==> config.mk <==
export PLATFORM = sky130hd
export DESIGN_NAME = bias_cal_seq
export DESIGN_NICKNAME = d
export VERILOG_FILES = /design/src/rtl/bias_cal_pkg.sv /design/src/rtl/bias_code_map.sv /design/src/rtl/bias_reg_file.sv /design/src/rtl/bias_cal_seq.sv
export SDC_FILE = /design/constraint.sdc
export NUM_CORES = 1
export LEC_CHECK = 0
export ABC_AREA = 1
export ABC_CLOCK_PERIOD_IN_PS = 2800
export BUFFER_PORTS_ARGS = -buffer_cell sky130_fd_sc_hd__buf_2
export CAP_MARGIN = 0
export CORE_MARGIN = 8
export CORE_UTILIZATION = 25
export CTS_CLUSTER_SIZE = 14
export DETAILED_ROUTE_END_ITERATION = 10
export PLACE_DENSITY = 0.36
export SKIP_CTS_REPAIR_TIMING = 1
export SLEW_MARGIN = 20
export SYNTH_ARGS = -nofsm -noshare
export SYNTH_HDL_FRONTEND = slang
export SYNTH_SLANG_ARGS = --single-unit
export TNS_END_PERCENT = 5
==> constraint.sdc <==
create_clock -name clk -period 2.8 [get_ports clk]
set_clock_uncertainty 0.05 [all_clocks]
set_input_delay 0.56 -clock clk [delete_from_list [all_inputs] [get_ports clk]]
set_output_delay 0.56 -clock clk [all_outputs]
set_load 0.02 [all_outputs]
==> src/rtl/bias_cal_pkg.sv <==
package bias_cal_pkg;
    typedef enum logic [1:0] {
        ST_IDLE   = 2'd0,
        ST_SETTLE = 2'd1,
        ST_WAIT   = 2'd2
    } cal_state_e;
endpackage

==> src/rtl/bias_code_map.sv <==
module bias_code_map #(
    parameter int MEAS_W   = 12,
    parameter int CODE_W   = 8,
    parameter int RATIO_W  = 4,
    parameter int RECIP_K  = 16384,
    parameter int MIN_CODE = 8,
    parameter int MAX_CODE = 255
) (
    input  logic [MEAS_W-1:0]  noise_i,
    input  logic [MEAS_W-1:0]  spike_i,
    input  logic               spike_en_i,
    input  logic [RATIO_W-1:0] ratio_i,
    input  logic [CODE_W-1:0]  low_code_i,
    output logic [CODE_W-1:0]  code_o,
    output logic               ovr_o
);
    localparam int K_W   = $clog2(RECIP_K + 1);
    localparam int Q_W   = (K_W > MEAS_W) ? K_W : MEAS_W;
    localparam int THR_W = MEAS_W + RATIO_W;
    localparam logic [Q_W-1:0] K_VAL   = Q_W'(RECIP_K);
    localparam logic [Q_W-1:0] MIN_VAL = Q_W'(MIN_CODE);
    localparam logic [Q_W-1:0] MAX_VAL = Q_W'(MAX_CODE);

    logic [THR_W-1:0] thr_d;
    logic [Q_W-1:0]   quot_d;
    logic [CODE_W-1:0] recip_d;

    always_comb begin
        thr_d  = {{RATIO_W{1'b0}}, noise_i} * {{MEAS_W{1'b0}}, ratio_i};
        ovr_o  = spike_en_i && ({{RATIO_W{1'b0}}, spike_i} > thr_d);
        quot_d = '0;
        if (noise_i == '0) begin
            recip_d = CODE_W'(MAX_CODE);
        end else begin
            quot_d = K_VAL / Q_W'(noise_i);
            if (quot_d > MAX_VAL)      recip_d = CODE_W'(MAX_CODE);
            else if (quot_d < MIN_VAL) recip_d = CODE_W'(MIN_CODE);
            else                       recip_d = quot_d[CODE_W-1:0];
        end
        code_o = ovr_o ? low_code_i : recip_d;
    end
endmodule

==> src/rtl/bias_reg_file.sv <==
module bias_reg_file #(
    parameter int NUM_SITES  = 64,
    parameter int CODE_W     = 8,
    parameter int RESET_CODE = 255,
    parameter int SITE_W     = 6
) (
    input  logic              clk,
    input  logic              rst_n,
    input  logic              we_i,
    input  logic [SITE_W-1:0] waddr_i,
    input  logic [CODE_W-1:0] wdata_i,
    input  logic [SITE_W-1:0] raddr_i,
    output logic [CODE_W-1:0] rdata_o
);
    logic [CODE_W-1:0] regs_d [NUM_SITES];
    logic [CODE_W-1:0] regs_q [NUM_SITES];

    always_comb begin
        for (int i = 0; i < NUM_SITES; i++) begin
            regs_d[i] = regs_q[i];
        end
        if (we_i && (int'(waddr_i) < NUM_SITES)) begin
            regs_d[waddr_i] = wdata_i;
        end
    end

    always_ff @(posedge clk or negedge rst_n) begin
        if (!rst_n) begin
            for (int i = 0; i < NUM_SITES; i++) begin
                regs_q[i] <= CODE_W'(RESET_CODE);
            end
        end else begin
            for (int i = 0; i < NUM_SITES; i++) begin
                regs_q[i] <= regs_d[i];
            end
        end
    end

    assign rdata_o = (int'(raddr_i) < NUM_SITES) ? regs_q[raddr_i] : '0;


    write_lands_chk: assert property (@(posedge clk) disable iff (!rst_n)
        we_i |=> (regs_q[$past(waddr_i)] == $past(wdata_i)));
endmodule

==> src/rtl/bias_cal_seq.sv <==
module bias_cal_seq
    import bias_cal_pkg::*;
#(
    parameter int NUM_SITES   = 64,
    parameter int MEAS_W      = 12,
    parameter int CODE_W      = 8,
    parameter int RATIO_W     = 4,
    parameter int SETTLE_W    = 8,
    parameter int RECIP_K     = 16384,
    parameter int MIN_CODE    = 8,
    parameter int MAX_CODE    = 255,
    parameter int STAGE2_CODE = 96,
    parameter int SITE_W      = (NUM_SITES > 1) ? $clog2(NUM_SITES) : 1
) (
    input  logic                clk,
    input  logic                rst_n,
    input  logic                start_i,
    input  logic [SETTLE_W-1:0] settle_cycles_i,
    input  logic                spike_en_i,
    input  logic [RATIO_W-1:0]  spike_ratio_i,
    input  logic [CODE_W-1:0]   low_code_i,
    input  logic                meas_valid_i,
    input  logic [MEAS_W-1:0]   meas_noise_i,
    input  logic [MEAS_W-1:0]   meas_spike_i,
    input  logic [SITE_W-1:0]   rd_addr_i,
    output logic [SITE_W-1:0]   site_sel_o,
    output logic                meas_en_o,
    output logic                done_o,
    output logic [CODE_W-1:0]   rd_code_o,
    output logic [CODE_W-1:0]   stage2_bias_o
);
    localparam logic [SITE_W-1:0] LAST_SITE = SITE_W'(NUM_SITES - 1);

    typedef struct packed {
        cal_state_e          st;
        logic [SITE_W-1:0]   site;
        logic [SETTLE_W-1:0] cnt;
        logic                done;
    } seq_t;

    seq_t s_d, s_q;
    logic              wr_en_d;
    logic [CODE_W-1:0] code_w;
    logic              ovr_w;

    bias_code_map #(
        .MEAS_W  (MEAS_W),
        .CODE_W  (CODE_W),
        .RATIO_W (RATIO_W),
        .RECIP_K (RECIP_K),
        .MIN_CODE(MIN_CODE),
        .MAX_CODE(MAX_CODE)
    ) map_i (
        .noise_i   (meas_noise_i),
        .spike_i   (meas_spike_i),
        .spike_en_i(spike_en_i),
        .ratio_i   (spike_ratio_i),
        .low_code_i(low_code_i),
        .code_o    (code_w),
        .ovr_o     (ovr_w)
    );

    always_comb begin
        s_d      = s_q;
        s_d.done = 1'b0;
        wr_en_d  = 1'b0;
        case (s_q.st)
            ST_IDLE: begin
                if (start_i) begin
                    s_d.st   = ST_SETTLE;
                    s_d.site = '0;
                    s_d.cnt  = '0;
                end
            end
            ST_SETTLE: begin
                if (s_q.cnt == settle_cycles_i) s_d.st  = ST_WAIT;
                else                            s_d.cnt = s_q.cnt + 1'b1;
            end
            ST_WAIT: begin
                if (meas_valid_i) begin
                    wr_en_d = 1'b1;
                    s_d.cnt = '0;
                    if (s_q.site == LAST_SITE) begin
                        s_d.st   = ST_IDLE;
                        s_d.done = 1'b1;
                    end else begin
                        s_d.site = s_q.site + 1'b1;
                        s_d.st   = ST_SETTLE;
                    end
                end
            end
            default: s_d.st = ST_IDLE;
        endcase
    end

    always_ff @(posedge clk or negedge rst_n) begin
        if (!rst_n) s_q <= '0;
        else        s_q <= s_d;
    end

    bias_reg_file #(
        .NUM_SITES (NUM_SITES),
        .CODE_W    (CODE_W),
        .RESET_CODE(MAX_CODE),
        .SITE_W    (SITE_W)
    ) regs_i (
        .clk    (clk),
        .rst_n  (rst_n),
        .we_i   (wr_en_d),
        .waddr_i(s_q.site),
        .wdata_i(code_w),
        .raddr_i(rd_addr_i),
        .rdata_o(rd_code_o)
    );

    assign site_sel_o    = s_q.site;
    assign meas_en_o     = (s_q.st != ST_IDLE);
    assign done_o        = s_q.done;
    assign stage2_bias_o = CODE_W'(STAGE2_CODE);


    done_single_chk: assert property (@(posedge clk) disable iff (!rst_n)
        done_o |=> !done_o);


    scan_origin_chk: assert property (@(posedge clk) disable iff (!rst_n)
        $rose(meas_en_o) |-> (site_sel_o == '0));


    site_step_chk: assert property (@(posedge clk) disable iff (!rst_n)
        (meas_en_o && $past(meas_en_o) && (site_sel_o != $past(site_sel_o)))
            |-> (site_sel_o == $past(site_sel_o) + 1'b1));


    settle_hold_chk: assert property (@(posedge clk) disable iff (!rst_n)
        (s_q.st == ST_SETTLE && meas_valid_i) |=> (site_sel_o == $past(site_sel_o)));


    restart_block_chk: assert property (@(posedge clk) disable iff (!rst_n)
        (meas_en_o && start_i && !meas_valid_i) |=> (site_sel_o == $past(site_sel_o)));


    code_range_chk: assert property (@(posedge clk) disable iff (!rst_n)
        (wr_en_d && !ovr_w) |-> (code_w >= CODE_W'(MIN_CODE) && code_w <= CODE_W'(MAX_CODE)));
endmodule

# Word level (Yosys, flattened, before mapping)
# Index checks and enable logic that the tools add are counted.
# W data, S select, Z words.
# op_classes
n_bitwise,2
n_mul,1
reduce_logical,10
magnitude_cmp,6
n_eq_ne,9
addsub,2
div,1
n_mux,23
# ops
op,n
$bwmux W512,1
$mux W8,8
$bmux W8 S6,1
$demux W8 S6,1
$pmux W8 S3,1
$mux W17,1
$gt A12 B16 Y1,1
$mul A12 B4 Y16,1
$mux W16,1
$div A15 B12 Y15 const A,1
$gt A15 B8 Y1 const B,1
$lt A15 B4 Y1 const B,1
$ge A7 B7 Y1 const B,2
$not A6 Y7,2
$logic_not A12 Y1,1
$pmux W6 S2,1
$ne A2 B2 Y1 const B,5
$add A8 B1 Y8 const B,1
$eq A8 B8 Y1,1
$reduce_and A4 Y1,2
$lt A7 B1 Y1 const B,1
$add A6 B1 Y6 const B,1
$eq A6 B6 Y1 const B,1
$mux W6,1
10 further kinds,16
# word_totals
elab_cells,122
in_bits,55
reg_bits,529

# Logic depth before layout (Yosys ltp)
# logic_depth
ltp_word,7
ltp_mapped,166
mapped_depth_nobuf,161

# Cells and area by module
# Synthesis repeated with hierarchy kept, for this count alone.
# hier_totals
cells_unflattened,4341
area_unflattened_um2,32772.7
# modules_own_cells
mod,instances,area_per_inst_um2,cells_per_inst
bias_reg_file,1,24054.3,2954
bias_code_map,1,7384.6,1200
bias_cal_seq,1,1333.8,187

# Least setup slack after synthesis
# Ideal clock, no wire load.
# synth_path
kind,input-to-reg
from,input port meas_noise_i[4]
to,register regs_i.regs_q[128] (netlist bit)
path_stages,156
slack_ps,-18642
path_buffers,8
setup_ps,77
t_arrival_ps,21314
required_time_ps,2673
cell_sequence,inv_1 nand3_2 nor2_1 nand2_1 ha_1 a21oi_1 nor2_1 nand2_2 nor2_2 ha_1 nand2_1 nand3_1 nand2_1 nand2_1 nand2_2 nand2_1 nand2_1 ha_1 (+120 left out) nor2_1 ha_1 a21o_1 a21oi_1 nor2_1 o21ai_0 nand2_1 a21oi_1 nor2_1 o21ai_0 a21boi_0 a311oi_1 nand4_1 nand2_1 nand2_4 buf_6 nand3_2 nand2_1
# synth_via
elab_chain_len,7
# synth_rtl
element,line,text
start: declaration,bias_cal_seq.sv:23,"input logic [MEAS_W-1:0] meas_noise_i,"
$div A15 B12 Y15,bias_code_map.sv:35,quot_d = K_VAL / Q_W'(noise_i);
$lt A15 B4 Y1,bias_code_map.sv:37,else if (quot_d < MIN_VAL) recip_d = CODE_W'(MIN_CODE);
$mux W8,bias_code_map.sv:37,
$mux W8,bias_code_map.sv:36,if (quot_d > MAX_VAL) recip_d = CODE_W'(MAX_CODE);
$mux W8,bias_code_map.sv:32,if (noise_i == '0) begin
$mux W8 *,bias_code_map.sv:40,code_o = ovr_o ? low_code_i : recip_d;
$bwmux W512 *,bias_reg_file.sv:23,regs_d[waddr_i] = wdata_i;
end signal: indexed assignment,bias_reg_file.sv:30,regs_q[i] <= CODE_W'(RESET_CODE);
end signal: indexed assignment,bias_reg_file.sv:34,regs_q[i] <= regs_d[i];
end: declaration,bias_reg_file.sv:16,logic [CODE_W-1:0] regs_q [NUM_SITES];
# Every way passes the cells marked *; elsewhere a longest branch is shown, timed or not.
# A chain may end at the register's enable or synchronous reset.

# Worst setup path in the final report
# layout_path
from,input port meas_noise_i[5]
to,register regs_i.regs_q[160] (netlist bit)
# Same word-level chain as after synthesis.

==> impl_metrics.py <==
metrics = {
    "finish": {
        "stdcell_count": 6597,
        "area_delta_synth_final_pct": 35.88,
        "seq_area_um2": 13880,
        "drive_gt1_frac": 0.3749,
        "post-route-util": 0.3411,
        "multiInputGateArea_um2": 18000,
        "nets": 5026,
        "fillers": 13770,
    },
    "logic_synthesis": {
        "synthTopCellsByArea": "dfstp_2, o21ai_0, nand2_1",
        "async_flop_share": 1.000,
        "synthesis.area_um2": 32380,
        "post_synth.cell_area_avg_um2": 7.728,
        "ys_ff_latch": 529,
        "synth-main-ff-cell": "dfstp_2",
        "yosysMostFrequentCell": "nand2_1",
        "ys_warn_count": 0,
        "netlist_instances": 4190,
        "netlist_top_cells_count": "nand2_1, o21ai_0, dfstp_2",
        "ys_types": 65,
        "synth_edf_count": 0,
        "synth.yosys.seq_area_share": 0.4286,
        "synth_top_area_frac": 0.4154,
        "yosys.area.top_type": "dfstp_2",
    },
    "clocking": {
        "htreeDepth": 2,
        "cts_made_buffers": 60,
        "clock_latency_ns": 0.64,
        "clk_pin_slew_ns": 0.06,
        "clockRootBuffer": "clkbuf_16",
        "cts_sinks": 529,
        "clockBufferDepth": 3,
        "cts_tree": "done",
    },
    "place": {
        "hpwl_mm": 90.05,
        "place_congestion": 0.8194,
        "numPortBuffers": 70,
        "dpl.cell_count": 6430,
    },
    "run_status": {
        "status": "finished, violations left",
        "violations": "setup timing",
    },
    "global_route": {
        "antenna_found_initial": 3,
        "track_usage": 0.1693,
        "grt_max_degree": 69,
        "grt_pass1_wl_mm": 188.1,
        "grt_pass1_vias": 30460,
        "globalRoute.totalOverflow": 0,
    },
    "timing": {
        "report.final.hold_viol_count": 0,
        "finalMaxSlewViolations": 0,
        "period_needed_ns": 19.75,
        "worst_pin_slew_ns": 0.5826,
        "fin_tns_setup_ns": -5774.56,
        "rsz0062_at_grt": "true",
        "fmax_mhz": 50.64,
        "setup_viol": 520,
        "slew_headroom": 0.6116,
        "setup_ws_ns": -16.95,
        "fin_crit_sh": 7.053,
    },
    "worst_setup_path": {
        "worstPathMaxFanout": 8,
        "end_kind": "flop",
        "r2r_setup_slack_ns": 0.02,
        "cp.arrival_ns": 20.26,
        "cp_top_family": "simple AND/OR/NAND/NOR gates",
        "critPathLaunchType": "primary input",
        "cp_slowest_stage_delay_ns": 0.33,
        "worst-setup-path-type": "primary input to flop",
        "crit_slowest_cell": "nor4_4",
        "required_ns": 3.31,
        "timing.critical_path.buf_inv": 26,
        "crit_top_cell": "nand2_2",
    },
    "floorplanning": {
        "core_um2": 129000,
        "start_util": 0.2510,
        "rows": 132,
        "die_height_um": 375.9,
        "fp.dieW_um": 375.9,
        "ios": 79,
        "die-area_um2": 141300,
    },
    "pwr": {
        "p_total_mw": 28.60,
        "p_leak_nw": 18.29,
        "p_per_area_nw_per_um2": 649.9,
        "vdd_drop_max_uv": 372.4,
    },
    "routing": {
        "drcViolationCount": 0,
        "vias_per_cell": 4.636,
        "wire_per_inst_um": 18.87,
        "detail-route-antenna-nets": 0,
        "dr.pass1.iters": 6,
        "drtIter0Drc": 2044,
        "vias": 30580,
        "routed_wirelength_mm": 124.5,
    },
    "job": {
        "cap_violations": 0,
    },
    "hold_path": {
        "worst_hold_path_type": "primary input to async pin",
    },
}
[path summary, 6_finish.rpt]
kind	startpoint	end	depth (start not counted)
min in group clk	low_code_i[2]	regs_i.regs_q[154]$_DFFE_PN1P_	3
min	rst_n	regs_i.regs_q[6]$_DFFE_PN1P_	1
max reg2reg	s_q[15]$_DFFE_PN0P_	regs_i.regs_q[425]$_DFFE_PN1P_	10
min reg2reg	regs_i.regs_q[432]$_DFFE_PN1P_	regs_i.regs_q[432]$_DFFE_PN1P_	2
max in group asynchronous	rst_n	regs_i.regs_q[91]$_DFFE_PN1P_	2
max	meas_noise_i[5]	regs_i.regs_q[160]$_DFFE_PN1P_	152
[power breakdown]
| group | total (mW) | internal, mW | switching, mW |
|---|---|---|---|
| clock network | 8.12 | 4.77 | 3.35 |
| registers | 8.31 | 8.13 | 0.181 |
| logic | 12.2 | 5.30 | 6.87 |
[cell families after synthesis]
logic type | count (synthesis) | share of synthesized area
XOR/XNOR | 75 | 0.02029
adder cells (fa/ha/maj) | 158 | 0.06569
other | 2 | 0.0002319
AND/OR/NAND/NOR | 1626 | 0.2089
flip-flops | 529 | 0.4286
buffers and inverters | 587 | 0.07218
AO/OA/AOI/OAI | 1213 | 0.2042
[placed cells by master, fill, tap and decap left out, types with 9 or more instances in the layout]
master / count
nand2_1: 825
buf_4: 671
o21ai_0: 638
dfstp_2: 512
nor2_1: 455
inv_1: 285
o21ai_1: 176
o22ai_1: 129
ha_1: 95
nand3_2: 82
a21oi_1: 80
clkbuf_16: 68
buf_2: 65
nand2_2: 60
nand3_1: 58
xor2_1: 45
o21ai_2: 45
buf_12: 44
ha_4: 42
nor3_1: 40
xnor2_1: 30
inv_2: 29
a21oi_2: 23
fa_1: 20
buf_6: 20
nand2_4: 19
o211ai_1: 18
clkbuf_1: 18
dfrtp_1: 17
o221ai_1: 15
or2_2: 14
nor2_4: 13
nor2_2: 13
nand4_1: 12
o21bai_1: 12
clkbuf_8: 12
nand3_4: 10
o21ai_4: 9
[per-stage QoR]
stage	cell area, µm²	hold slack (ns)	setup WS, ns
floorplan	32870	0.2144	-16.95
global placement	39930	0.4034	-18.39
detailed placement	39930	0.4038	-18.52
CTS	41900	0.1683	-17.93
global route	44000	0.2067	-18.36
finish	44000	0.1772	-16.95
[layer usage]
metal / vias up / track usage / part of all wire
li1: 15250 / - / -
met1: 14710 / 0.2503 / 0.51
met2: 493 / 0.2626 / 0.44
met3: 125 / 0.02428 / 0.039
met4: 2 / 0.03244 / 0.017
met5: - / 0 / 0.000064
[sequential cells by signal, summed over array words and instances, names as in the netlist]
register       flops
regs_i.regs_q    512
done_o             1
s_q               10
site_sel_o         6
[final cells by class]
class                   instances  area share
well taps                    1742     0.04953
repair buffers                809      0.1514
multi-input cells            3081      0.4090
clock inverters                12    0.004521
clock buffers                  91     0.04024
diodes                          1  0.00005687
flip-flops and latches        529      0.3154
repair inverters                1   0.0001706
inverters                     331     0.02966
(Power assumes the default switching activity.)
